<file path="src/rtl/gcr_framer_pkg.sv">
`timescale 1ns/1ps
package gcr_framer_pkg;

  typedef struct packed {
    logic       ok;
    logic [3:0] nib;
  } gcr_dec_t;

  function automatic logic [4:0] gcr_enc(input logic [3:0] nib);
    logic [4:0] c;
    case (nib)
      4'h0: c = 5'b01010;
      4'h1: c = 5'b01011;
      4'h2: c = 5'b10010;
      4'h3: c = 5'b10011;
      4'h4: c = 5'b01110;
      4'h5: c = 5'b01111;
      4'h6: c = 5'b10110;
      4'h7: c = 5'b10111;
      4'h8: c = 5'b01001;
      4'h9: c = 5'b11001;
      4'ha: c = 5'b11010;
      4'hb: c = 5'b11011;
      4'hc: c = 5'b01101;
      4'hd: c = 5'b11101;
      4'he: c = 5'b11110;
      default: c = 5'b10101;
    endcase
    return c;
  endfunction

  // inverse built by search so the code list lives in one place
  function automatic gcr_dec_t gcr_dec(input logic [4:0] code);
    gcr_dec_t r;
    r = '0;
    for (int n = 0; n < 16; n++) begin
      if (gcr_enc(4'(n)) == code) begin
        r.ok  = 1'b1;
        r.nib = 4'(n);
      end
    end
    return r;
  endfunction

endpackage

</file>
<file path="src/rtl/gcr_code_table.sv">
`timescale 1ns/1ps
module gcr_code_table
  import gcr_framer_pkg::*;
#(
  parameter int unsigned GRP_W = 10
) (
  input  logic [GRP_W:0]   addr_i,
  output logic [GRP_W-1:0] word_o,
  output logic             ok_o
);

  localparam int unsigned CODE_W = 5;
  localparam int unsigned NIB_W  = 4;
  localparam int unsigned HALVES = GRP_W / CODE_W;
  localparam int unsigned RD_W   = HALVES * NIB_W;

  logic [HALVES-1:0] half_ok;
  logic [RD_W-1:0]   rd_word;

  for (genvar h = 0; h < HALVES; h++) begin : g_half
    gcr_dec_t d;
    assign d                     = gcr_dec(addr_i[h*CODE_W +: CODE_W]);
    assign half_ok[h]            = d.ok;
    assign rd_word[h*NIB_W +: NIB_W] = d.nib;
  end

  // write address: bit 10 = 0, hi nibble 8:5, sync 4, lo nibble 3:0
  always_comb begin
    word_o = '0;
    ok_o   = 1'b1;
    if (addr_i[GRP_W]) begin
      word_o[RD_W-1:0] = rd_word;
      ok_o             = &half_ok;
    end else if (addr_i[4]) begin
      word_o = '1;
      ok_o   = !addr_i[GRP_W-1];
    end else begin
      word_o = GRP_W'({gcr_enc(addr_i[8:5]), gcr_enc(addr_i[3:0])});
      ok_o   = !addr_i[GRP_W-1];
    end
  end

endmodule

</file>
<file path="src/rtl/gcr_bit_framer.sv">
`timescale 1ns/1ps
module gcr_bit_framer #(
  parameter int unsigned GRP_W    = 10,
  parameter int unsigned GRP_MOD  = 16,
  parameter int unsigned GRP_LOAD = 10,
  parameter int unsigned HDR_GRP  = 15
) (
  input  logic             clk_i,
  input  logic             rst_ni,
  input  logic             run_i,
  input  logic             bit_vld_i,
  input  logic             bit_i,
  input  logic             host_acc_i,
  output logic [GRP_W-1:0] shift_o,
  output logic             sync_no,
  output logic             brdy_no,
  output logic             lbrdy_no,
  output logic             syn_no
);

  localparam int unsigned CNT_W = $clog2(GRP_W);
  localparam int unsigned GCW   = $clog2(GRP_MOD);
  localparam logic [CNT_W-1:0] CNT_LAST = CNT_W'(GRP_W - 1);
  localparam logic [GCW-1:0]   GRP_TOP  = GCW'(GRP_MOD - 1);

  logic [GRP_W-1:0] shift_q, shift_d;
  logic [CNT_W-1:0] cnt_q, cnt_d;
  logic [GCW-1:0]   grp_q, grp_d;
  logic sync_n_q, brdy_n_q, lbrdy_n_q, syn_n_q;
  logic sync_d, adv, wrap, brdy_d, syn_d;

  always_comb begin
    shift_d = {shift_q[GRP_W-2:0], bit_i};
    sync_d  = &shift_d;
    // first bit after sync leaves the count at 0
    adv     = !sync_d && sync_n_q;
    wrap    = adv && (cnt_q == CNT_LAST);
    cnt_d   = cnt_q;
    grp_d   = grp_q;
    if (sync_d) begin
      cnt_d = '0;
      grp_d = GCW'(GRP_LOAD);
    end else if (adv) begin
      cnt_d = wrap ? '0 : cnt_q + 1'b1;
      if (wrap) grp_d = (grp_q == GRP_TOP) ? '0 : grp_q + 1'b1;
    end
    brdy_d = (cnt_d == CNT_LAST);
    syn_d  = (grp_d == GCW'(HDR_GRP));
  end

  always_ff @(posedge clk_i or negedge rst_ni) begin
    if (!rst_ni) begin
      shift_q   <= '0;
      cnt_q     <= '0;
      grp_q     <= '0;
      sync_n_q  <= 1'b1;
      brdy_n_q  <= 1'b1;
      lbrdy_n_q <= 1'b1;
      syn_n_q   <= 1'b1;
    end else if (!run_i) begin
      shift_q   <= '0;
      cnt_q     <= '0;
      grp_q     <= '0;
      sync_n_q  <= 1'b1;
      brdy_n_q  <= 1'b1;
      lbrdy_n_q <= 1'b1;
      syn_n_q   <= 1'b1;
    end else begin
      if (bit_vld_i) begin
        shift_q  <= shift_d;
        cnt_q    <= cnt_d;
        grp_q    <= grp_d;
        sync_n_q <= !sync_d;
        brdy_n_q <= !brdy_d;
        syn_n_q  <= !syn_d;
      end
      // new byte wins over a host access in the same cycle
      if (bit_vld_i && brdy_d) lbrdy_n_q <= 1'b0;
      else if (host_acc_i)     lbrdy_n_q <= 1'b1;
    end
  end

  assign shift_o  = shift_q;
  assign sync_no  = sync_n_q;
  assign brdy_no  = brdy_n_q;
  assign lbrdy_no = lbrdy_n_q;
  assign syn_no   = syn_n_q;


  brdy_off_in_sync_chk: assert property (@(posedge clk_i) disable iff (!rst_ni)
    !sync_n_q |-> brdy_n_q);


  brdy_needs_strobe_chk: assert property (@(posedge clk_i) disable iff (!rst_ni)
    $fell(brdy_n_q) |-> $past(bit_vld_i));


  syn_off_in_sync_chk: assert property (@(posedge clk_i) disable iff (!rst_ni)
    !sync_n_q |-> syn_n_q);


  lbrdy_follows_brdy_chk: assert property (@(posedge clk_i) disable iff (!rst_ni)
    $fell(brdy_n_q) |-> !lbrdy_n_q);


  idle_flags_chk: assert property (@(posedge clk_i) disable iff (!rst_ni)
    !run_i |=> (sync_n_q && brdy_n_q && lbrdy_n_q && syn_n_q));


  hold_no_strobe_chk: assert property (@(posedge clk_i) disable iff (!rst_ni)
    (run_i && !bit_vld_i) |=> ($stable(shift_q) && $stable(cnt_q) &&
                               $stable(grp_q) && $stable(brdy_n_q)));

endmodule

</file>
<file path="src/rtl/gcr_read_framer.sv">
`timescale 1ns/1ps
module gcr_read_framer #(
  parameter int unsigned GRP_W    = 10,
  parameter int unsigned GRP_MOD  = 16,
  parameter int unsigned GRP_LOAD = 10,
  parameter int unsigned HDR_GRP  = 15,
  localparam int unsigned BYTE_W  = 8
) (
  input  logic              clk_i,
  input  logic              rst_ni,
  input  logic              run_i,
  input  logic              bit_vld_i,
  input  logic              bit_i,
  input  logic              rd_mode_i,
  input  logic [BYTE_W-1:0] wr_data_i,
  input  logic              wr_sync_i,
  input  logic              host_acc_i,
  output logic [GRP_W-1:0]  data_o,
  output logic              sync_no,
  output logic              brdy_no,
  output logic              lbrdy_no,
  output logic              syn_no,
  output logic              gcr_err_no
);

  logic [GRP_W-1:0] shift;
  logic [GRP_W:0]   tbl_addr;
  logic             tbl_ok;
  logic             brdy_n;

  gcr_bit_framer #(
    .GRP_W   (GRP_W),
    .GRP_MOD (GRP_MOD),
    .GRP_LOAD(GRP_LOAD),
    .HDR_GRP (HDR_GRP)
  ) u_framer (
    .clk_i     (clk_i),
    .rst_ni    (rst_ni),
    .run_i     (run_i),
    .bit_vld_i (bit_vld_i),
    .bit_i     (bit_i),
    .host_acc_i(host_acc_i),
    .shift_o   (shift),
    .sync_no   (sync_no),
    .brdy_no   (brdy_n),
    .lbrdy_no  (lbrdy_no),
    .syn_no    (syn_no)
  );

  assign tbl_addr = rd_mode_i
    ? {1'b1, shift}
    : (GRP_W+1)'({2'b00, wr_data_i[7:4], wr_sync_i, wr_data_i[3:0]});

  gcr_code_table #(.GRP_W(GRP_W)) u_table (
    .addr_i(tbl_addr),
    .word_o(data_o),
    .ok_o  (tbl_ok)
  );

  assign brdy_no    = brdy_n;
  assign gcr_err_no = brdy_n | tbl_ok;


  write_no_err_chk: assert property (@(posedge clk_i) disable iff (!rst_ni)
    !rd_mode_i |-> gcr_err_no);


  sync_from_ones_chk: assert property (@(posedge clk_i) disable iff (!rst_ni)
    (run_i && bit_vld_i && !bit_i) |=> sync_no);

endmodule

</file>
<file path="config.mk">
export PLATFORM = sky130hd
export DESIGN_NAME = gcr_read_framer
export DESIGN_NICKNAME = d
export VERILOG_FILES = /design/src/rtl/gcr_framer_pkg.sv /design/src/rtl/gcr_code_table.sv /design/src/rtl/gcr_bit_framer.sv /design/src/rtl/gcr_read_framer.sv
export SDC_FILE = /design/constraint.sdc
export NUM_CORES = 1
export LEC_CHECK = 0
export ABC_CLOCK_PERIOD_IN_PS = 4700
export CAP_MARGIN = 10
export CORE_MARGIN = 2
export CORE_UTILIZATION = 45
export DETAILED_ROUTE_END_ITERATION = 12
export PLACE_DENSITY_LB_ADDON = 0.05
export SLEW_MARGIN = 20
export SYNTH_ARGS = -nofsm -noshare
export SYNTH_HDL_FRONTEND = slang
export SYNTH_SLANG_ARGS = --single-unit
export TNS_END_PERCENT = 1
</file>
<file path="constraint.sdc">
create_clock -name clk_i -period 4.7 [get_ports clk_i]
set_input_delay 1.41 -clock clk_i [delete_from_list [all_inputs] [get_ports clk_i]]
set_output_delay 1.41 -clock clk_i [all_outputs]
set_load 0.01 [all_outputs]
</file>
==> results of run 1 <==
==> sequential cells by signal, indices dropped and copies added, names as in the netlist <==
name               cells
u_framer.brdy_no       1
u_framer.cnt_q         4
u_framer.grp_q         4
u_framer.lbrdy_no      1
u_framer.shift_o      10
u_framer.syn_no        1
u_framer.sync_no       1
==> per-stage QoR <==
stage | utilization | instance area, um2
after floorplan | - | 1790
after global placement | 0.586 | 2190
after detailed placement | 0.586 | 2190
after CTS | 0.604 | 2260
after global routing | 0.609 | 2280
final | 0.609 | 2280
==> kinds of logic after synthesis <==
| logic type | count (synthesis) |
|---|---|
| DFF | 22 |
| muxes | 18 |
| adders and majority gates | 3 |
| AOI/OAI and AO/OA | 67 |
| and+or+nand+nor | 77 |
| buffers and inverters | 23 |
| xor gates and xnor gates | 2 |
==> cell type report <==
cell class	count	area, um2	share of cell area
multi-input combinational	167	1160	0.511
clock buffer	4	55.1	0.0242
timing repair buffer	45	422	0.185
inverter	6	22.5	0.00988
sequential	22	556	0.244
tap	48	60.1	0.0264
==> power groups by stage <==
stage                     Combinational [mW]  Clock (mW)  Sequential, mW
after floorplan                       0.0505           0           0.200
after global placement                0.0961           0           0.202
after detailed placement              0.0982           0           0.203
after CTS                             0.0991       0.139           0.199
after global routing                   0.109       0.146           0.200
final                                 0.0997       0.135           0.200
==> worst max-delay path, delay by kind of cell <==
family,cells,cell delay (ns)
AOI/OAI and AO/OA,2,0.24
muxes,1,0.30
buffers and inverters,3,1.23
and+or+nand+nor,1,0.18
==> metal layers <==
| metal | global-route usage | share of wire |
|---|---|---|
| met5 | 0 | 0 |
| met4 | 0.0536 | 0.0082 |
| met3 | 0.0169 | 0.041 |
| met2 | 0.394 | 0.49 |
| met1 | 0.268 | 0.46 |
==> cells in the mapped netlist, types with 3 or more instances <==
cell / instances / area [um2]
dfrtp_1: 18 / 450
nand2_1: 17 / 63.8
mux2i_1: 16 / 160
nor2b_1: 15 / 93.8
a21oi_1: 13 / 65.1
o21ai_0: 12 / 60.1
clkbuf_1: 11 / 41.3
nor2_1: 11 / 41.3
nand3_1: 7 / 35.0
a31oi_1: 6 / 37.5
inv_1: 6 / 22.5
a31o_2: 5 / 43.8
nand2b_1: 5 / 31.3
a211oi_1: 4 / 30.0
buf_2: 4 / 20.0
dfstp_2: 4 / 105
o21a_1: 4 / 30.0
o22ai_1: 4 / 25.0
and4b_1: 3 / 30.0
ha_1: 3 / 37.5
nor3_1: 3 / 15.0
o211ai_1: 3 / 22.5
==> layout by cell type, fill, tap and decap left out, types with 3 or more instances in the layout <==
master,synthesis,routed
o21a_1,4,4
buf_4,0,13
ha_1,3,3
nand3_1,7,7
inv_1,6,6
o22ai_1,4,4
dfstp_2,4,4
nor2_1,11,11
o21ai_0,12,12
a31oi_1,6,6
dlygate4sd2_1,0,3
nand2b_1,5,5
nor3_1,3,3
o211ai_1,3,3
nor2b_1,15,15
a21oi_1,13,13
clkbuf_8,0,4
clkdlybuf4s50_1,0,24
dfrtp_1,18,18
nand2_1,17,17
a31o_2,5,5
and4b_1,3,3
mux2i_1,16,13
a211oi_1,4,4
==> final timing paths <==
path,endpoint,slack (ns),depth (start not counted)
setup / recovery,data_o[2],-0.07,7
hold / removal,u_framer.brdy_no,0.54,2
setup reg to reg,u_framer.grp_q[2],2.62,4
hold reg to reg,u_framer.brdy_no,0.54,2
max in group asynchronous,u_framer.shift_o[4],2.42,1
min in group asynchronous,u_framer.cnt_q[0],1.69,1
==> what timing repair did <==
action                     4_1_cts  5_1_grt
pin swaps                        0        1
setup endpoints to repair        7        6
resized for setup                7        6
==> reports/results.ini, run 1 <==
[cells_and_area]
nFillCells = 330
syn2layout_area_growth_pct = 27.1
fin_cells = 292
drive_above_1_share = 0.164
nets = 264
n_antenna_cell = 0

[synthesis]
synth_xor_area_frac = 0.00977
synth_fa_ha_area_frac = 0.0209
avgSynthCellArea_um2 = 8.46
async_flop_share = 1.00
ys.flop_type = dfrtp_1
ys_warn_count = 0
synthCells = 212
synth_compound_area_frac = 0.262
synth_cell_types = 54
yosysSeqAreaShare = 0.310
yosys.area_share.simple = 0.244
syn_nets = 231
yosys-mux-area-fraction = 0.102
synth-edff-count = 0
synth_area_um2 = 1790
synth-seq-cells = 22
synth_top_family_by_area = compound AO/OA/AOI/OAI gates

[setup_path]
rr_startpoint = u_framer.shift_o[8]
max_stage_delay_ns = 0.54
path_cells = clkdlybuf4s50_1, buf_6, mux2i_2, or3_1, o211ai_1, a21oi_1, clkdlybuf4s50_1
end_kind = output port
critical_path_class = in -> out
crit_start = rd_mode_i
worst_path_max_delay_cell = clkdlybuf4s50_1
crit_required_ns = 3.29
worstPathArrival_ns = 3.36
worstSetupStartpointType = input port
cp_max_fo = 14
crit_top_cell = clkdlybuf4s50_1

[route]
dr.pass1.iters = 4
viasPerCell = 5.91
post_drt_wl_per_cell_um = 15.4
wl_mm = 4.50
ant_nets = 0
first_iter_violations = 112
num_vias = 1726
remaining_drc_errors = 0

[placed_design]
place_ws_ns = -0.288
post-dp-hpwl_mm = 3.25
port-buffer-count = 30
gp_congestion = 0.890
placed_cells = 288

[min_path]
hold_path.class = reg -> reg
hold_start = u_framer.brdy_no

[clock_network]
root_buffer = clkbuf_8
postCtsSetupBuffers = 0
cts-hold-fix-buffers = 0
insertion_delay_ns = 0.26
cts_tree = yes
clk_pin_slew_ns = 0.08
numCtsBuffers = 3
htreeDepth = 1
cts_sinks = 22
clockBufferDepth = 2

[global_route]
grt_overflow = 0
antenna_found_initial = 0
grt_max_degree = 27
grt_pass1_vias = 1628
grt_pass1_wl_mm = 7.49
grt.total_usage = 0.214

[power]
pwr-share-seq = 0.460
p_clk_frac = 0.311
p_sw_mw = 0.114
peakVddDrop_mv = 0.187
p_leak_nw = 0.937
power_frac_comb = 0.230
total_power_mw = 0.434
switching_share = 0.262
p_per_area_nw_per_um2 = 191
p_int_mw = 0.320

[sta]
hold_violations = 0
tns_ns = -0.0678
fin_crit_ns = 4.77
grt_setup_unrepaired = yes
fin_worst_skew_ns = 0.00159
worst_pin_slew_ns = 0.983
setup_viol = 1
fin_ws_ns = -0.0678
hold_slack_ns = 0.538
fmax_mhz = 210
slew_headroom = 0.343
slew_violations = 0
fin_crit_sh = 1.01

[floorplan]
start_util = 0.479
floorplan.die.width_um = 67.1
rows = 22
core-area_um2 = 3740
die_area_um2 = 4510
die_h_um = 67.1
io_pins = 31

[flow_run]
max_cap_violations = 0

[run_status]
violations = setup timing
outcome = finished with violations

Note: power is estimated with default switching activity, not from simulation.
==> run 2, diff against run 1 <==
--- a/config.mk
+++ b/config.mk
@@ -5,13 +5,13 @@
 export SDC_FILE = /design/constraint.sdc
 export NUM_CORES = 1
 export LEC_CHECK = 0
-export ABC_CLOCK_PERIOD_IN_PS = 4700
+export ABC_CLOCK_PERIOD_IN_PS = 4500
 export CAP_MARGIN = 10
-export CORE_MARGIN = 2
+export CORE_MARGIN = 1.5
 export CORE_UTILIZATION = 45
 export DETAILED_ROUTE_END_ITERATION = 12
 export PLACE_DENSITY_LB_ADDON = 0.05
-export SLEW_MARGIN = 20
+export SLEW_MARGIN = 40
 export SYNTH_ARGS = -nofsm -noshare
 export SYNTH_HDL_FRONTEND = slang
 export SYNTH_SLANG_ARGS = --single-unit
==> constraint.sdc (replaced) <==
create_clock -name clk_i -period 4.5 [get_ports clk_i]
set_input_delay 1.35 -clock clk_i [delete_from_list [all_inputs] [get_ports clk_i]]
set_output_delay 1.35 -clock clk_i [all_outputs]
set_load 0.01 [all_outputs]
==> run 2 against run 1 <==
Net effect: global-route usage grew 0.59 points; combinational power hardly changed; the flow now finishes without violations; design area fell by 0.71%; clock skew rose by 0.0053 ns; critical path depth down 1; clock power is 8% lower; via count is 0.58% higher; sequential power grew 5%; utilization is 0.43 points lower; largest cell class unchanged; sequential cell count stayed put; worst setup slack better by 0.24 ns.
==> reports/results.ini, run 2 (synthesis results as in run 1) <==
[cells_and_area]
fin_cells = 292
largest_register_ffs = 10
utilization = 0.604
n_antenna_cell = 0
final_cell_mix = clkdlybuf4s50_1 (21), dfrtp_1 (18), nand2_1 (17)
layout_commonest_cell = clkdlybuf4s50_1
nets = 264
drive_above_1_share = 0.172
syn2layout_area_growth_pct = 26.2

[global_route]
grt_use_met2 = 0.399
grt_max_degree = 27
grt_pass1_wl_mm = 7.65
grt_overflow = 0
grt.total_usage = 0.220
antenna_found_initial = 0
met1_usage = 0.278
use_met3 = 0.0187
busiest_layer = met2
grt_pass1_vias = 1654

[placed_design]
gp_congestion = 0.837
post-dp-hpwl_mm = 3.24
port-buffer-count = 30
placed_cells = 288

[sta]
fin_crit_ns = 4.33
fin_worst_skew_ns = 0.00684
fin_crit_sh = 0.961
fmax_mhz = 231
hold_slack_ns = 0.539
slew_violations = 0
tns_ns = 0
grt_setup_unrepaired = no
slew_headroom = 0.520
setup_viol = 0
hold_violations = 0
worst_pin_slew_ns = 0.717

[power]
p_per_area_nw_per_um2 = 193
p_sw_mw = 0.117
peakVddDrop_mv = 0.147
total_power_mw = 0.435
p_int_mw = 0.319
power_frac_comb = 0.236
pwr-share-seq = 0.479
p_clk_frac = 0.285
switching_share = 0.268
p_leak_nw = 0.930

[clock_network]
root_buffer = clkbuf_8
insertion_delay_ns = 0.26
cts-hold-fix-buffers = 0
postCtsSetupBuffers = 0
cts_sinks = 22
numCtsBuffers = 3
clk_pin_slew_ns = 0.07
cts_tree = yes
clockBufferDepth = 2
htreeDepth = 1

[setup_path]
cp_max_fo = 2
max_stage_delay_ns = 0.48
crit_start = wr_data_i[5]
worst_path_max_delay_cell = clkdlybuf4s50_1
reg2reg_slack_ns = 2.49
worstPathArrival_ns = 2.98
crit_top_cell = a31oi_1
rr_startpoint = u_framer.shift_o[8]
r2r_cells = 4
crit_required_ns = 3.15
end_kind = output port
path_cells = clkdlybuf4s50_1, or3b_2, a31oi_1, o21ai_0, a31oi_1, clkdlybuf4s15_2
worstSetupStartpointType = input port
critical_path_class = in -> out
worstSetupEndpoint = data_o[7]
r2r_end = u_framer.grp_q[2]

[route]
wl_mm = 4.39
ant_nets = 0
post_drt_wl_per_cell_um = 15.0
dr.pass1.iters = 4
remaining_drc_errors = 0
viasPerCell = 5.95
first_iter_violations = 56
num_vias = 1736

[floorplan]
io_pins = 31
start_util = 0.479
die_area_um2 = 4370
rows = 22
floorplan.die.width_um = 66.1
die_h_um = 66.1
core-area_um2 = 3740

[flow_run]
max_cap_violations = 0

[run_status]
outcome = finished clean

[min_path]
hold_path.class = reg -> reg

## run 2: worst max-delay path, delay by kind of cell
kind / cells / cell delay [ns]
AND/OR/NAND/NOR: 1 / 0.44
buffers and inverters: 2 / 0.72
AO/OA/AOI/OAI: 3 / 0.46
## run 2: worst min-delay path by stage
stage	from	end	slack [ns]	depth (start not counted)
floorplan	u_framer.brdy_no	u_framer.brdy_no	0.51	2
global placement	u_framer.brdy_no	u_framer.brdy_no	0.52	2
detailed placement	u_framer.brdy_no	u_framer.brdy_no	0.52	2
CTS	u_framer.brdy_no	u_framer.brdy_no	0.53	2
global route	u_framer.brdy_no	u_framer.brdy_no	0.54	2
finish	u_framer.brdy_no	u_framer.brdy_no	0.54	2
## run 2: area by class of cell
| cell class | count | area (um2) |
|---|---|---|
| clock buffer | 4 | 45.0 |
| fill | 353 | 1480 |
| inverter | 6 | 22.5 |
| multi-input combinational | 167 | 1170 |
| sequential | 22 | 556 |
| tap | 48 | 60.1 |
| timing repair buffer | 45 | 412 |
## run 2: timing repair
action,4_1_cts,5_1_grt
setup endpoints to repair,7,7
gates resized for setup,11,5
endpoints found under the hold margin,0,0
## run 2: through the flow
stage          setup slack [ns]  cell area, um2
6_report                  0.175            2260
3_5_place_dp             -0.312            2190
3_3_place_gp             -0.293            2190
5_1_grt                  0.0998            2260
2_1_floorplan             0.665            1790
4_1_cts                  -0.163            2240
## run 2: power by group through the flow
stage	clock (mW)	combinational [mW]	sequential, mW
2_1_floorplan	0	0.0527	0.209
3_3_place_gp	0	0.100	0.212
3_5_place_dp	0	0.102	0.212
4_1_cts	0.127	0.102	0.208
5_1_grt	0.136	0.113	0.210
6_report	0.124	0.103	0.209
## run 2: layer usage
layer | up-vias | part of all wire
met4 | 0 | 0.0098
li1 | 863 | -
met1 | 820 | 0.44
met2 | 48 | 0.51
met5 | - | 0
met3 | 5 | 0.043
